**src/rtl/tmr_capture_pkg.sv**
```systemverilog
package tmr_capture_pkg;
  localparam int unsigned NCH   = 2;
  localparam int unsigned CNT_W = 8;
  localparam int unsigned ADR_W = 2;
  localparam logic [ADR_W-1:0] ADR_CTRL = 2'd0;
  localparam logic [ADR_W-1:0] ADR_CAP0 = 2'd1;
  localparam logic [ADR_W-1:0] ADR_CAP1 = 2'd2;
  // control byte field positions
  localparam int unsigned POL_LSB  = 4;
  localparam int unsigned IE_LSB   = 2;
  localparam int unsigned FLAG_LSB = 0;
endpackage

```
**src/rtl/cap_edge_det.sv**
```systemverilog
module cap_edge_det (
  input  logic clk_i,
  input  logic rst_ni,
  input  logic pin_i,
  input  logic pol_i,
  output logic edge_o
);
  logic s1_q, s2_q, prev_q;

  always_ff @(posedge clk_i or negedge rst_ni) begin
    if (!rst_ni) begin
      s1_q   <= 1'b0;
      s2_q   <= 1'b0;
      prev_q <= 1'b0;
    end else begin
      s1_q   <= pin_i;
      s2_q   <= s1_q;
      prev_q <= s2_q;
    end
  end

  always_comb begin
    if (pol_i) edge_o = s2_q & ~prev_q;
    else       edge_o = ~s2_q & prev_q;
  end
endmodule

```
**src/rtl/cap_channel.sv**
```systemverilog
module cap_channel #(
  parameter int unsigned CNT_W = 8
) (
  input  logic             clk_i,
  input  logic             rst_ni,
  input  logic             edge_i,
  input  logic             clr_i,
  input  logic [CNT_W-1:0] cnt_i,
  output logic [CNT_W-1:0] data_o,
  output logic             flag_o
);
  always_ff @(posedge clk_i or negedge rst_ni) begin
    if (!rst_ni) begin
      data_o <= '0;
      flag_o <= 1'b0;
    end else begin
      if (edge_i) data_o <= cnt_i;
      // capture has priority over clear-on-read
      if (edge_i)     flag_o <= 1'b1;
      else if (clr_i) flag_o <= 1'b0;
    end
  end
endmodule

```
**src/rtl/cap_regif.sv**
```systemverilog
module cap_regif
  import tmr_capture_pkg::*;
(
  input  logic                  clk_i,
  input  logic                  rst_ni,
  input  logic [ADR_W-1:0]      addr_i,
  input  logic                  wr_i,
  input  logic                  rd_i,
  input  logic [7:0]            wdata_i,
  input  logic [NCH-1:0]        flag_i,
  input  logic [NCH*CNT_W-1:0]  cap_i,
  output logic [NCH-1:0]        pol_o,
  output logic [NCH-1:0]        ie_o,
  output logic [NCH-1:0]        clr_o,
  output logic [7:0]            rdata_o
);
  logic unused_wdata;
  assign unused_wdata = ^{wdata_i[7:6], wdata_i[1:0]};

  always_ff @(posedge clk_i or negedge rst_ni) begin
    if (!rst_ni) begin
      pol_o <= '0;
      ie_o  <= '0;
    end else if (wr_i && addr_i == ADR_CTRL) begin
      pol_o <= wdata_i[POL_LSB +: NCH];
      ie_o  <= wdata_i[IE_LSB +: NCH];
    end
  end

  assign clr_o[0] = rd_i && (addr_i == ADR_CAP0);
  assign clr_o[1] = rd_i && (addr_i == ADR_CAP1);

  always_comb begin
    rdata_o = '0;
    unique case (addr_i)
      ADR_CTRL: begin
        rdata_o[POL_LSB +: NCH]  = pol_o;
        rdata_o[IE_LSB +: NCH]   = ie_o;
        rdata_o[FLAG_LSB +: NCH] = flag_i;
      end
      ADR_CAP0: rdata_o = cap_i[0 +: CNT_W];
      ADR_CAP1: rdata_o = cap_i[CNT_W +: CNT_W];
      default:  rdata_o = '0;
    endcase
  end
endmodule

```
**src/rtl/tmr_capture_top.sv**
```systemverilog
module tmr_capture_top
  import tmr_capture_pkg::*;
(
  input  logic             clk_i,
  input  logic             rst_ni,
  input  logic [CNT_W-1:0] cnt_i,
  input  logic [NCH-1:0]   cap_in_i,
  input  logic [ADR_W-1:0] addr_i,
  input  logic             wr_i,
  input  logic             rd_i,
  input  logic [7:0]       wdata_i,
  output logic [7:0]       rdata_o,
  output logic [NCH-1:0]   irq_ch_o,
  output logic             irq_o
);
  logic [NCH-1:0]       pol_w, ie_w, clr_w, edge_w, flag_w;
  logic [NCH*CNT_W-1:0] cap_flat_w;

  for (genvar c = 0; c < NCH; c++) begin : g_ch
    cap_edge_det u_edge (
      .clk_i (clk_i),
      .rst_ni(rst_ni),
      .pin_i (cap_in_i[c]),
      .pol_i (pol_w[c]),
      .edge_o(edge_w[c])
    );
    cap_channel #(.CNT_W(CNT_W)) u_chan (
      .clk_i (clk_i),
      .rst_ni(rst_ni),
      .edge_i(edge_w[c]),
      .clr_i (clr_w[c]),
      .cnt_i (cnt_i),
      .data_o(cap_flat_w[c*CNT_W +: CNT_W]),
      .flag_o(flag_w[c])
    );
  end

  cap_regif u_regif (
    .clk_i  (clk_i),
    .rst_ni (rst_ni),
    .addr_i (addr_i),
    .wr_i   (wr_i),
    .rd_i   (rd_i),
    .wdata_i(wdata_i),
    .flag_i (flag_w),
    .cap_i  (cap_flat_w),
    .pol_o  (pol_w),
    .ie_o   (ie_w),
    .clr_o  (clr_w),
    .rdata_o(rdata_o)
  );

  assign irq_ch_o = flag_w & ie_w;
  assign irq_o    = |irq_ch_o;
endmodule

```
**config.mk**
```make
export PLATFORM = sky130hd
export DESIGN_NAME = tmr_capture_top
export DESIGN_NICKNAME = d
export VERILOG_FILES = /design/src/rtl/tmr_capture_pkg.sv /design/src/rtl/cap_edge_det.sv /design/src/rtl/cap_channel.sv /design/src/rtl/cap_regif.sv /design/src/rtl/tmr_capture_top.sv
export SDC_FILE = /design/constraint.sdc
export NUM_CORES = 1
export LEC_CHECK = 0
export ABC_AREA = 1
export CORE_UTILIZATION = 33
export DETAILED_ROUTE_END_ITERATION = 6
export DONT_BUFFER_PORTS = 1
export GPL_ROUTABILITY_DRIVEN = 0
export PLACE_DENSITY = 0.48
export SYNTH_ARGS = -nofsm -noshare
export SYNTH_HDL_FRONTEND = slang
export SYNTH_SLANG_ARGS = --single-unit
```
**constraint.sdc**
```tcl
create_clock -name clk_i -period 2.95 [get_ports clk_i]
set_clock_uncertainty 0.05 [all_clocks]
set_input_delay 0.7375 -clock clk_i [delete_from_list [all_inputs] [get_ports clk_i]]
set_output_delay 0.7375 -clock clk_i [all_outputs]
set_load 0.03 [all_outputs]
```
==> key figures, run 1 <==
Placement
  – Number of port buffers: 0
  – Placed Cells: 210
  – Post-DP HPWL: 2.07 mm
  – Place WS: 449 ps
  – Cell Area, Placed: 1410 sq um

Yosys
  – Sequential share of the synthesized area: 0.518
  – Synth cell types: 11
  – #FFs+latches synth: 28
  – Mapped Avg Cell Area: 8.31 sq um
  – Ys Warns: 0
  – Mapped Cells: 163
  – Synthesized Nets: 191
  – Synth Cell Area: 1350 sq um

Detailed routing
  – Via count: 1023
  – Via-to-Cell Ratio: 4.78
  – Met1 WL: 1.44 mm
  – Post-detailed-route wirelength per cell: 14.0 microns
  – Max layer used: met4
  – Drt pass-1 iters: 4
  – Initial DRC Count: 43
  – Met3 WL: 197 microns
  – Final ANT Viol Nets: 0
  – Met2 WL: 1.34 mm
  – Remaining DRCs: 0
  – Final WL: 3.00 mm

Critical path
  – R2R cell count: 5
  – Slowest Stage Delay on Critical Path: 370 ps
  – WP data required: 2160 ps
  – Critical Path Slowest Stage Cell: ha_1
  – Kind of critical path: in2out
  – Crit path cell chain: inv_1, ha_1, nand2_1, nand3_1, nand2_1, inv_1
  – Startpoint Class: input port
  – Reg2Reg Capture Point: g_ch[1].u_chan.data_o[7]
  – R2r setup slk: 1860 ps
  – Reg-to-reg startpoint: g_ch[1].u_edge.s2_q
  – Family with the most delay on the worst path: adder cells
  – Bufs and invs on worst path: 2
  – Worst-path fanout max: 9
  – Arrival @ worst endpoint: 1710 ps
  – Setup crit end kind: primary output

Timing
  – Max Clock Freq: 401 MHz
  – Hold slack: 93.8 ps
  – Final Hold Fails: 0
  – Tcrit/Tclk final: 0.846
  – Final WS setup: 453 ps
  – Final setup viols: 0
  – Slew headroom: 0.736
  – Total negative slack: 0 ps
  – Slew @ Worst Pin: 396 ps
  – Minimum clock period after layout: 2500 ps
  – Final max-slew violation count: 0
  – RSZ-0062 raised after global routing: false

Power and ir drop
  – P per Cell Area: 648 nW/um^2
  – Leakage: 0.797 nW
  – Maximum vdd drop: 0.379 mV

CTS
  – Setup bufs post-CTS: 0
  – Hold buffer count at cts: 0
  – Num CTS Buffers: 3
  – Total of cells resized after clock tree synthesis: 0
  – CTS Sinks: 28
  – Worst-case clock buffer depth: 2
  – H-tree depth: 1
  – Clock Pin Slew Worst Setup and Hold Paths: 90 ps
  – Root Buffer: clkbuf_8
  – Clk Latency, worst-skew pair: 270 ps
  – TritonCTS clock tree: done

Finish
  – Layout Cells excl Fill: 214
  – # diodes: 0
  – Final #Nets: 195
  – # fillers: 415
  – Most frequent cells in the layout: 72 x nand2_1, 28 x dfrtp_1, 26 x nand3_1
  – P&R area growth vs syn: 8.50%
  – Design area: 1470 sq um
  – Most common cell after layout, fill and taps aside: nand2_1
  – Share of layout cells above drive strength 1: 0.0843
  – Footprint of the multi-input gates: 571 sq um
  – FF+latch area: 701 sq um

GRT
  – GRT Total Usage: 0.153
  – First-pass GRT wire length: 4.87 mm
  – Pin count of the biggest net entering global routing: 29
  – Total gr overflow: 0
  – Initial antenna violation count: 0
  – Vias in the first global route: 950

Floorplanning
  – Die width: 66.1 microns
  – # rows: 22
  – # IOs: 35
  – Core area: 3800 sq um
  – Initial Utilization: 0.356
  – Die Y: 66.1 microns
  – Die footprint: 4360 sq um

Job
  – Max Cap Viol: 0

Worst hold path
  – Min-Delay Path Class: in2async

Outcome
  – Outcome: completed
-- where the power goes --
part	leakage (nW)	switching, mW	internal (mW)	total, mW
clock network	0.0288	0.118	0.120	0.238
registers	0.335	0.0462	0.455	0.502
logic	0.433	0.146	0.0666	0.212
-- area by class of cell --
class / instances / area share
clock buffers: 4 / 0.0375
inverters: 18 / 0.0460
multi-input cells: 114 / 0.388
flip-flops and latches: 28 / 0.477
well taps: 48 / 0.0409
repair buffers: 2 / 0.0102
-- metal layers --
| layer | vias to the layer above | global-route usage |
|---|---|---|
| met3 | 2 | 0.0466 |
| met2 | 30 | 0.240 |
| li1 | 514 | - |
| met4 | 0 | 0.0239 |
| met5 | - | 0 |
| met1 | 477 | 0.210 |
-- Yosys cell counts --
cell type,count,area [sq um]
nand3_4,4,70.1
nand3_1,26,130
inv_1,16,60.1
dfrtp_1,28,701
inv_2,2,7.51
nor2_1,2,7.51
nand2_4,2,22.5
ha_1,4,50.1
a21oi_1,4,20.0
buf_2,3,15.0
nand2_1,72,270
-- cells by family after synthesis --
| group | synth area share |
|---|---|
| buf+inv | 0.0610 |
| flops | 0.518 |
| simple gates | 0.370 |
| compound gates | 0.0148 |
| fa+ha+maj | 0.0370 |
-- metrics by stage --
step	util	total power, mW
final	0.387	0.952
after global placement	0.372	0.717
after global routing	0.387	1.01
after CTS	0.387	0.959
after floorplan	-	0.679
after detailed placement	0.372	0.723
-- how the worst max path moves through the flow --
stage | from | to | depth (start not counted)
floorplan | addr_i[1] | rdata_o[6] | 5
global placement | addr_i[0] | rdata_o[3] | 6
detailed placement | addr_i[0] | rdata_o[3] | 6
CTS | addr_i[0] | rdata_o[3] | 6
global route | addr_i[0] | rdata_o[3] | 6
finish | addr_i[0] | rdata_o[3] | 6
-- flip-flops by register name, indices dropped and copies added, names as in the netlist --
signal,count
g_ch.u_edge.s1_q,2
u_regif.ie_o,2
u_regif.pol_o,2
g_ch.u_edge.s2_q,2
g_ch.u_edge.prev_q,2
g_ch.u_chan.data_o,16
g_ch.u_chan.flag_o,2
(Power assumes the default switching activity.)
==> run 2, diff against run 1 <==
Clock period 2.95 ns to 2.43 ns, I/O delays scaled along.
==> run 2 against run 1 <==
Compared with the run above: routed wire length up 0.67%; utilization up 0.53 points; critical path depth unchanged.
==> key figures, run 2 (same netlist as run 1, synthesis figures left out) <==
CTS
  – TritonCTS clock tree: done
  – H-tree depth: 1
  – Setup bufs post-CTS: 0
  – Num CTS Buffers: 3
  – CTS Sinks: 28
  – Worst-case clock buffer depth: 2
  – Root Buffer: clkbuf_8
  – Clock Pin Slew Worst Setup and Hold Paths: 90 ps
  – Clk Latency, worst-skew pair: 280 ps

Outcome
  – Outcome: completed

Floorplanning
  – # IOs: 35
  – Core area: 3800 sq um
  – Die Y: 66.1 microns
  – Die footprint: 4360 sq um
  – Die width: 66.1 microns
  – Initial Utilization: 0.356
  – # rows: 22

Job
  – Max Cap Viol: 0

Timing
  – Final max-slew violation count: 0
  – Total negative slack: 0 ps
  – Minimum clock period after layout: 2220 ps
  – Final setup viols: 0
  – Slew headroom: 0.739
  – RSZ-0062 raised after global routing: false
  – Tcrit/Tclk final: 0.914
  – Final Hold Fails: 0
  – Slew @ Worst Pin: 392 ps
  – Max Clock Freq: 450 MHz
  – Final WS setup: 208 ps

Detailed routing
  – Post-detailed-route wirelength per cell: 14.0 microns
  – Final ANT Viol Nets: 0
  – Final WL: 3.02 mm
  – Via-to-Cell Ratio: 4.80
  – Remaining DRCs: 0
  – Via count: 1032
  – Drt pass-1 iters: 4
  – Initial DRC Count: 51

GRT
  – Pin count of the biggest net entering global routing: 29
  – GRT Total Usage: 0.157
  – Vias in the first global route: 1007
  – Initial antenna violation count: 0
  – Total gr overflow: 0
  – First-pass GRT wire length: 5.01 mm

Finish
  – # fillers: 415
  – FF+latch area: 701 sq um
  – Final #Nets: 196
  – P&R area growth vs syn: 9.98%
  – Footprint of the multi-input gates: 571 sq um
  – Largest register FFs: 16
  – Top reg by flops: g_ch.u_chan.data_o
  – Share of layout cells above drive strength 1: 0.0898
  – Most common cell after layout, fill and taps aside: nand2_1
  – # diodes: 0
  – Most frequent cells in the layout: 72 x nand2_1, 28 x dfrtp_1, 26 x nand3_1

Critical path
  – Setup crit end kind: primary output
  – Crit path cell chain: inv_1, ha_1, nand2_1, nand3_1, nand2_1, inv_1
  – Critical Path Slowest Stage Cell: ha_1
  – Kind of critical path: in2out
  – Worst-path fanout max: 9
  – Startpoint Class: input port
  – WP data required: 1770 ps
  – Slowest Stage Delay on Critical Path: 370 ps
  – Arrival @ worst endpoint: 1560 ps

Power and ir drop
  – Leakage: 0.806 nW
  – Maximum vdd drop: 0.370 mV
  – P per Cell Area: 787 nW/um^2

Placement
  – Number of port buffers: 0
  – Place WS: 215 ps
  – Post-DP HPWL: 2.06 mm

Worst hold path
  – Min-Delay Path Class: in2async
[run 2: changes by cell type in the layout (fill, tap and decap cells not counted), sizes merged]
cell  before  now
buf        2    3
[run 2: timing repair]
item                      in CTS  in global routing
resized for setup              0                  0
hold endpoints to repair      28                  0
hold buffers                   1                  0
[run 2: area by class of cell]
type,count,area share
Inverter,18,0.0454
Tap cell,48,0.0403
Timing Repair Buffer,3,0.0235
Multi-Input combinational cell,114,0.383
Clock buffer,4,0.0370
Sequential cell,28,0.471
[run 2: through the flow]
| stage | total power, mW | utilization | hold slack (ps) | std cells | cell area [sq um] |
|---|---|---|---|---|---|
| floorplan | 0.824 | - | 262 | 163 | 1350 |
| global placement | 0.871 | 0.372 | 263 | 210 | 1410 |
| detailed placement | 0.876 | 0.372 | 263 | 210 | 1410 |
| CTS | 1.18 | 0.392 | 85.6 | 215 | 1490 |
| global route | 1.25 | 0.392 | 75.3 | 215 | 1490 |
| finish | 1.17 | 0.392 | 84.0 | 215 | 1490 |
[run 2: per-layer routing]
layer | vias to the layer above | global-route usage | wire (microns)
li1 | 516 | - | -
met1 | 474 | 0.211 | 1380
met2 | 38 | 0.240 | 1370
met3 | 4 | 0.0534 | 236
met4 | 0 | 0.0399 | 29
met5 | - | 0 | 0
[run 2: critical path: cells and delay by family]
| kind | cells | cell delay [ps] |
|---|---|---|
| and+or+nand+nor | 3 | 310 |
| buffers and inverters | 2 | 280 |
| adders and majority gates | 1 | 370 |
[run 2: final timing paths]
kind	to	slack (ps)	startpoint	cells after the start
worst min register to register	g_ch[0].u_edge.s2_q	310	g_ch[0].u_edge.s1_q	0
worst max register to register	g_ch[1].u_chan.data_o[7]	1330	g_ch[1].u_edge.s2_q	5
min in group clk_i	g_ch[1].u_edge.s1_q	300	cap_in_i[1]	0
worst min-delay path	g_ch[1].u_edge.s1_q	80	rst_ni	1
max in group asynchronous	g_ch[1].u_chan.data_o[7]	2090	rst_ni	1
worst max-delay path	rdata_o[3]	210	addr_i[0]	6
[run 2: power breakdown]
group,internal [mW],switching (mW)
Combinational,0.0842,0.187
Clock,0.145,0.147
Sequential,0.553,0.0554
Total,0.782,0.389
